## config.mk

```make
export PLATFORM = sky130hd
export DESIGN_NAME = cfg_boot_loader
export DESIGN_NICKNAME = d
export VERILOG_FILES = /design/src/rtl/cbl_pkg.sv /design/src/rtl/cbl_settle_timer.sv /design/src/rtl/cbl_csum_acc.sv /design/src/rtl/cbl_stage_buf.sv /design/src/rtl/cfg_boot_loader.sv
export SDC_FILE = /design/constraint.sdc
export NUM_CORES = 1
export LEC_CHECK = 0
export BUFFER_PORTS_ARGS = -buffer_cell sky130_fd_sc_hd__buf_4
export CORE_ASPECT_RATIO = 1.75
export CORE_MARGIN = 2
export CORE_UTILIZATION = 55
export CTS_CLUSTER_SIZE = 8
export DETAILED_ROUTE_END_ITERATION = 12
export PLACE_DENSITY_LB_ADDON = 0.12
export SLEW_MARGIN = 20
export SYNTH_ARGS = -nofsm -noshare
export SYNTH_HDL_FRONTEND = slang
export SYNTH_SLANG_ARGS = --single-unit
export TNS_END_PERCENT = 1
```

## constraint.sdc

```tcl
create_clock -name clk -period 2.9 [get_ports clk]
set_input_delay 0.725 -clock clk [delete_from_list [all_inputs] [get_ports clk]]
set_output_delay 0.725 -clock clk [all_outputs]
set_load 0.03 [all_outputs]
```

## src/rtl/cbl_pkg.sv

```systemverilog
package cbl_pkg;

   typedef enum logic [2:0] {
      ST_SETTLE   = 3'd0,
      ST_SLOT_REQ = 3'd1,
      ST_SLOT_CHK = 3'd2,
      ST_BANK_REQ = 3'd3,
      ST_BANK_CAP = 3'd4,
      ST_VERIFY   = 3'd5,
      ST_COMMIT   = 3'd6,
      ST_FINISH   = 3'd7
   } cbl_state_e;

   function automatic int unsigned idx_width(input int unsigned n);
      return (n > 1) ? $clog2(n) : 1;
   endfunction

endpackage

```

## src/rtl/cbl_settle_timer.sv

```systemverilog
module cbl_settle_timer #(
   parameter int unsigned LIMIT = 2500000
) (
   input  logic clk,
   input  logic rst_n,
   input  logic run,
   input  logic skip,
   output logic expired
);
   generate
      if (LIMIT <= 1) begin : g_none
         assign expired = 1'b1;
      end else begin : g_count
         localparam int unsigned CW = $clog2(LIMIT + 1);
         localparam logic [CW-1:0] LAST = CW'(LIMIT - 1);
         logic [CW-1:0] cnt;

         assign expired = skip || (cnt == LAST);

         always_ff @(posedge clk or negedge rst_n) begin
            if (!rst_n) begin
               cnt <= '0;
            end else if (run && !expired) begin
               cnt <= cnt + 1'b1;
            end
         end
      end
   endgenerate
endmodule

```

## src/rtl/cbl_csum_acc.sv

```systemverilog
module cbl_csum_acc #(
   parameter int unsigned W = 8
) (
   input  logic         clk,
   input  logic         rst_n,
   input  logic         clr,
   input  logic         add,
   input  logic [W-1:0] din,
   output logic         is_zero
);
   logic [W-1:0] sum;

   always_ff @(posedge clk or negedge rst_n) begin
      if (!rst_n) begin
         sum <= '0;
      end else if (clr) begin
         sum <= '0;
      end else if (add) begin
         sum <= sum + din;
      end
   end

   assign is_zero = (sum == '0);
endmodule

```

## src/rtl/cbl_stage_buf.sv

```systemverilog
module cbl_stage_buf #(
   parameter int unsigned W     = 8,
   parameter int unsigned DEPTH = 8,
   parameter int unsigned IW    = 3
) (
   input  logic          clk,
   input  logic          rst_n,
   input  logic          wr_en,
   input  logic [IW-1:0] wr_idx,
   input  logic [W-1:0]  wr_data,
   input  logic [IW-1:0] rd_idx,
   output logic [W-1:0]  rd_data
);
   logic [W-1:0] rd_vec [DEPTH];

   generate
      for (genvar i = 0; i < DEPTH; i++) begin : g_word
         logic [W-1:0] q;
         always_ff @(posedge clk or negedge rst_n) begin
            if (!rst_n) begin
               q <= '0;
            end else if (wr_en && (wr_idx == IW'(i))) begin
               q <= wr_data;
            end
         end
         assign rd_vec[i] = q;
      end
   endgenerate

   always_comb begin
      rd_data = '0;
      for (int j = 0; j < DEPTH; j++) begin
         if (rd_idx == IW'(j)) rd_data = rd_vec[j];
      end
   end
endmodule

```

## src/rtl/cfg_boot_loader.sv

```systemverilog
module cfg_boot_loader
   import cbl_pkg::*;
#(
   parameter int unsigned WORD_W        = 8,
   parameter int unsigned BANK_WORDS    = 8,
   parameter int unsigned NUM_BANKS     = 7,
   parameter int unsigned NUM_SLOTS     = 4,
   parameter int unsigned SETTLE_CYCLES = 2500000,
   parameter logic [WORD_W-1:0] ERASED_VAL = '1,
   localparam int unsigned NV_DEPTH = NUM_BANKS * BANK_WORDS + NUM_SLOTS,
   localparam int unsigned NV_AW    = idx_width(NV_DEPTH),
   localparam int unsigned WORD_IW  = idx_width(BANK_WORDS)
) (
   input  logic               clk,
   input  logic               rst_n,
   input  logic               instant_on,
   output logic               nv_rd_en,
   output logic [NV_AW-1:0]   nv_rd_addr,
   input  logic [WORD_W-1:0]  nv_rd_data,
   output logic               wr_en,
   output logic [WORD_IW-1:0] wr_addr,
   output logic [WORD_W-1:0]  wr_data,
   output logic               out_en,
   output logic               done,
   output logic               load_err
);
   localparam int unsigned SLOT_IW = idx_width(NUM_SLOTS);
   localparam int unsigned BANK_IW = idx_width(NUM_BANKS);
   localparam logic [NV_AW-1:0]   SLOT_BASE  = NV_AW'(NUM_BANKS * BANK_WORDS);
   localparam logic [SLOT_IW-1:0] SLOT_TOP   = SLOT_IW'(NUM_SLOTS - 1);
   localparam logic [WORD_IW-1:0] WORD_LAST  = WORD_IW'(BANK_WORDS - 1);
   localparam logic [WORD_W-1:0]  BANK_LIMIT = WORD_W'(NUM_BANKS);

   // elaboration-time parameter checks
   generate
      if (WORD_W < 2 || WORD_W > 32) begin : g_bad_word
         $error("cfg_boot_loader: WORD_W out of range");
      end
      if (NUM_BANKS < 1 || NUM_BANKS >= (1 << WORD_W)) begin : g_bad_banks
         $error("cfg_boot_loader: NUM_BANKS must fit in one word");
      end
      if (NUM_SLOTS < 1 || BANK_WORDS < 1) begin : g_bad_sizes
         $error("cfg_boot_loader: slot and bank sizes must be nonzero");
      end
      if (ERASED_VAL < BANK_LIMIT) begin : g_bad_erased
         $error("cfg_boot_loader: erased value collides with a bank number");
      end
   endgenerate

   cbl_state_e           state;
   logic [SLOT_IW-1:0]   slot_idx;
   logic [BANK_IW-1:0]   bank_q;
   logic [WORD_IW-1:0]   word_idx;
   logic                 out_en_q;
   logic                 done_q;
   logic                 err_q;

   logic                 settle_done;
   logic                 csum_zero;
   logic                 csum_clr;
   logic                 cap_en;
   logic [WORD_W-1:0]    stage_rd;
   logic                 slot_programmed;
   logic                 slot_in_range;

   cbl_settle_timer #(
      .LIMIT (SETTLE_CYCLES)
   ) u_settle (
      .clk     (clk),
      .rst_n   (rst_n),
      .run     (state == ST_SETTLE),
      .skip    (instant_on),
      .expired (settle_done)
   );

   assign csum_clr = (state == ST_SETTLE) || (state == ST_SLOT_CHK);
   assign cap_en   = (state == ST_BANK_CAP);

   cbl_csum_acc #(
      .W (WORD_W)
   ) u_csum (
      .clk     (clk),
      .rst_n   (rst_n),
      .clr     (csum_clr),
      .add     (cap_en),
      .din     (nv_rd_data),
      .is_zero (csum_zero)
   );

   cbl_stage_buf #(
      .W     (WORD_W),
      .DEPTH (BANK_WORDS),
      .IW    (WORD_IW)
   ) u_stage (
      .clk     (clk),
      .rst_n   (rst_n),
      .wr_en   (cap_en),
      .wr_idx  (word_idx),
      .wr_data (nv_rd_data),
      .rd_idx  (word_idx),
      .rd_data (stage_rd)
   );

   assign slot_programmed = (nv_rd_data != ERASED_VAL);
   assign slot_in_range   = (nv_rd_data < BANK_LIMIT);

   // storage read port
   always_comb begin
      nv_rd_en   = (state == ST_SLOT_REQ) || (state == ST_BANK_REQ);
      if (state == ST_SLOT_REQ) begin
         nv_rd_addr = SLOT_BASE + NV_AW'(slot_idx);
      end else begin
         nv_rd_addr = NV_AW'(bank_q) * NV_AW'(BANK_WORDS) + NV_AW'(word_idx);
      end
   end

   // working register write port
   assign wr_en    = (state == ST_COMMIT);
   assign wr_addr  = word_idx;
   assign wr_data  = stage_rd;
   assign out_en   = out_en_q;
   assign done     = done_q;
   assign load_err = err_q;

   always_ff @(posedge clk or negedge rst_n) begin
      if (!rst_n) begin
         state    <= ST_SETTLE;
         slot_idx <= SLOT_TOP;
         bank_q   <= '0;
         word_idx <= '0;
         out_en_q <= 1'b0;
         done_q   <= 1'b0;
         err_q    <= 1'b0;
      end else begin
         unique case (state)
            ST_SETTLE: begin
               if (settle_done) begin
                  state    <= ST_SLOT_REQ;
                  slot_idx <= SLOT_TOP;
               end
            end
            ST_SLOT_REQ: begin
               state <= ST_SLOT_CHK;
            end
            ST_SLOT_CHK: begin
               if (slot_programmed) begin
                  if (slot_in_range) begin
                     bank_q   <= nv_rd_data[BANK_IW-1:0];
                     word_idx <= '0;
                     state    <= ST_BANK_REQ;
                  end else begin
                     err_q  <= 1'b1;
                     done_q <= 1'b1;
                     state  <= ST_FINISH;
                  end
               end else if (slot_idx == '0) begin
                  bank_q   <= '0;
                  word_idx <= '0;
                  state    <= ST_BANK_REQ;
               end else begin
                  slot_idx <= slot_idx - 1'b1;
                  state    <= ST_SLOT_REQ;
               end
            end
            ST_BANK_REQ: begin
               state <= ST_BANK_CAP;
            end
            ST_BANK_CAP: begin
               if (word_idx == WORD_LAST) begin
                  state <= ST_VERIFY;
               end else begin
                  word_idx <= word_idx + 1'b1;
                  state    <= ST_BANK_REQ;
               end
            end
            ST_VERIFY: begin
               word_idx <= '0;
               if (csum_zero) begin
                  state <= ST_COMMIT;
               end else begin
                  err_q  <= 1'b1;
                  done_q <= 1'b1;
                  state  <= ST_FINISH;
               end
            end
            ST_COMMIT: begin
               if (word_idx == WORD_LAST) begin
                  out_en_q <= 1'b1;
                  done_q   <= 1'b1;
                  state    <= ST_FINISH;
               end else begin
                  word_idx <= word_idx + 1'b1;
               end
            end
            ST_FINISH: begin
               state <= ST_FINISH;
            end
            default: state <= ST_FINISH;
         endcase
      end
   end
endmodule

```

==> flow_metrics.py <==
metrics = {
    "worst_setup_path": {
        "crit_fanout": 8,
        "reg2reg_depth": 8,
        "cp.depth": 9,
        "crit_type": "flip-flop to primary output",
        "critPathSlowestCell": "dfrtp_1",
        "worst_setup_path_start_kind": "flip-flop",
        "crit_family": "compound AO/OA/AOI/OAI gates",
        "critical-path-max-stage-delay_ns": 0.42,
        "cp.arrival_ns": 2.18,
        "critPathBufInv": 3,
        "r2r-start": "wr_addr[0]",
        "path_cells": "buf_6 > ha_4 > ha_4 > buf_6 > nand2_1 > a221o_1 > o2111ai_1 > o211a_1 > buf_6",
        "path_common_cell": "buf_6",
        "critPathLaunch": "wr_addr[0]",
        "critPathCaptureType": "primary output",
        "required_ns": 2.17,
    },
    "placement": {
        "io_buffers": 32,
        "gp_congestion": 0.860,
        "hpwl_um": 10600,
    },
    "routing": {
        "drt_iter0_drc": 226,
        "firstDrtPassIters": 4,
        "wl_per_cell_um": 20.7,
        "drt-total-wl_um": 14900,
        "drcViolationCount": 0,
        "via_count": 4499,
        "viasPerCell": 6.24,
        "postRouteAntennaNets": 0,
    },
    "sta": {
        "hold_viol_final": 0,
        "finalClockSkew_ns": 0.00975,
        "fin_crit_sh": 1.00,
        "drv_slew": 0,
        "setup_violations": 2,
        "fin_crit_ns": 2.91,
        "maxSlewHeadroom": 0.419,
        "rsz0062_at_grt": "yes",
        "layout_setup_ws_ns": -0.00998,
        "fmax_mhz": 344,
        "tns_ns": -0.0170,
        "hold_ws_ns": 0.383,
        "tightest_slew_ns": 0.868,
    },
    "synth": {
        "ys_ff_latch": 108,
        "syn_area_um2": 5730,
        "avgSynthCellArea_um2": 10.5,
        "synth-async-reset-ratio": 1.00,
        "synth_top_area_frac": 0.463,
        "yosysTopAreaCell": "dfrtp_1",
        "synth_cell_type_count": 58,
        "synthFlopType": "dfrtp_1",
        "synth_edf_count": 0,
        "yosys_warnings": 0,
        "yosysSeqAreaShare": 0.472,
        "syn_inst": 547,
        "synthTopCellsByArea": "dfrtp_1 46%, mux2_2 12%, nand2_1 4.1%",
        "synthesis.nets": 574,
    },
    "cts": {
        "cts_tree": "yes",
        "cts_buffers": 9,
        "clk_pin_slew_ns": 0.07,
        "clockBufferDepth": 2,
        "htreeDepth": 3,
        "cts_root_buffer": "clkbuf_16",
        "cts.sinks": 108,
        "cts.hold.buffers_added": 0,
        "clk_latency_ns": 0.35,
    },
    "run_status": {
        "violations": "setup timing",
        "status": "finished, violations left",
    },
    "global_route": {
        "grt_pass1_vias": 4737,
        "antenna_found_initial": 0,
        "grt_pass1_wl_um": 23900,
        "grt.total_usage": 0.280,
        "grt_max_degree": 44,
        "gr-total-overflow": 0,
    },
    "floorplanning": {
        "rows": 49,
        "core_area_um2": 10200,
        "io_pins": 33,
        "die_width_um": 81.2,
        "die-area_um2": 11300,
        "start_util": 0.560,
        "die_h_um": 139,
    },
    "final_layout": {
        "final_cell_mix": "106 x dfrtp_1, 61 x nand2_1, 59 x mux2_2",
        "n_antenna_cell": 0,
        "postLayoutCoreUtil": 0.657,
        "nNetsFinal": 616,
        "layout_commonest_cell": "dfrtp_1",
        "area_delta_synth_final_pct": 17.3,
        "drive_gt1_frac": 0.278,
    },
    "power": {
        "power_density_nw_per_um2": 460,
        "worst_ir_drop_vdd_v": 0.000353,
        "power.leakage_uw": 0.00302,
    },
    "job": {
        "maxCapViolations": 0,
    },
    "min_path": {
        "hp-class": "input pin to async pin",
    },
}
[per-stage QoR]
step	area (um2)	power, uW	setup slack [ns]	instances
after floorplan	5730	1640	-0.158	547
after global placement	6230	1720	0.0733	702
after detailed placement	6230	1720	0.0241	702
after CTS	6690	3110	0.00278	721
after global routing	6730	3190	-0.103	721
final	6730	3090	-0.00998	721
[routing by layer]
layer,part of all wire,up-vias,GRT usage
li1,-,2067,-
met1,0.39,2277,0.319
met2,0.54,107,0.495
met5,0,-,0
met4,0.044,0,0.143
met3,0.029,48,0.0391
[path summary, 6_finish.rpt]
path / end / slack, ns
hold / removal: u_stage.g_word[1].q[6] / 0.38
setup / recovery: wr_data[3] / -0.01
hold reg to reg: u_settle.g_count.cnt[21] / 0.46
min in group clk: u_settle.g_count.cnt[21] / 0.46
max in group asynchronous: u_stage.g_word[5].q[5] / 1.88
setup reg to reg: u_stage.g_word[7].q[1] / 0.39
[sequential cells by signal, indices dropped and copies added, names as in the netlist]
name / flops
slot_idx: 2
u_settle.g_count.cnt: 22
out_en: 1
u_stage.g_word.q: 64
bank_q: 3
u_csum.sum: 8
wr_addr: 3
state: 3
load_err: 1
done: 1
[timing repair]
item | in CTS | in global routing
buffers inserted | 3 | 0
endpoints found under the setup margin | 8 | 8
gates resized for setup | 23 | 11
pin swaps | 3 | 3
gates cloned | 0 | 0
[synthesized netlist by cell type (all sizes together) (2+ instances only)]
cell type / number
dfstp: 2
a22oi: 4
mux2: 59
nor2b: 7
nand4: 10
and2: 7
a32o: 2
or3: 7
a221o: 5
nor2: 21
mux2i: 2
a21o: 6
xnor2: 13
a211oi: 2
o211ai: 2
a2bb2oi: 4
o2111ai: 5
ha: 15
a21oi: 26
buf: 8
a22o: 10
inv: 16
o211a: 5
nor3b: 2
a31oi: 5
o21bai: 3
nor4b: 2
nand3: 13
or2: 3
nand3b: 7
nor3: 7
clkbuf: 24
nor4: 14
a221oi: 2
nand2: 62
dfrtp: 106
nand2b: 5
o21ai: 27
xor2: 11
and3: 4
[logic make-up after synthesis]
logic type      count (synthesis)  share of synthesized area
fa+ha+maj                      16                     0.0362
simple gates                  175                      0.160
xor+xnor                       24                     0.0367
mux                            61                      0.119
compound gates                115                      0.141
buf+inv                        48                     0.0347
flops                         108                      0.472
[final cells by class]
type | instances | area, um2
clock inverters | 6 | 111
flip-flops and latches | 108 | 2710
multi-input cells | 391 | 2930
fillers | 795 | 3510
clock buffers | 10 | 229
well taps | 127 | 159
inverters | 16 | 63.8
repair buffers | 63 | 528
[worst register-to-register path, stage by stage (launching register included)]
cell and delay (ns):
dfrtp_1 0.42, buf_6 0.14, ha_4 0.14, ha_2 0.34, clkinvlp_4 0.15, buf_4 0.19
nor2_1 0.41, buf_4 0.25, mux2_2 0.34
[power breakdown]
part	total, uW	internal (uW)	leakage [uW]	switching (uW)
combinational	158	59.1	0.00154	99.2
clock	1400	846	0.000163	550
sequential	1540	1530	0.00133	12.9
Note: power is estimated with default switching activity, not from simulation.
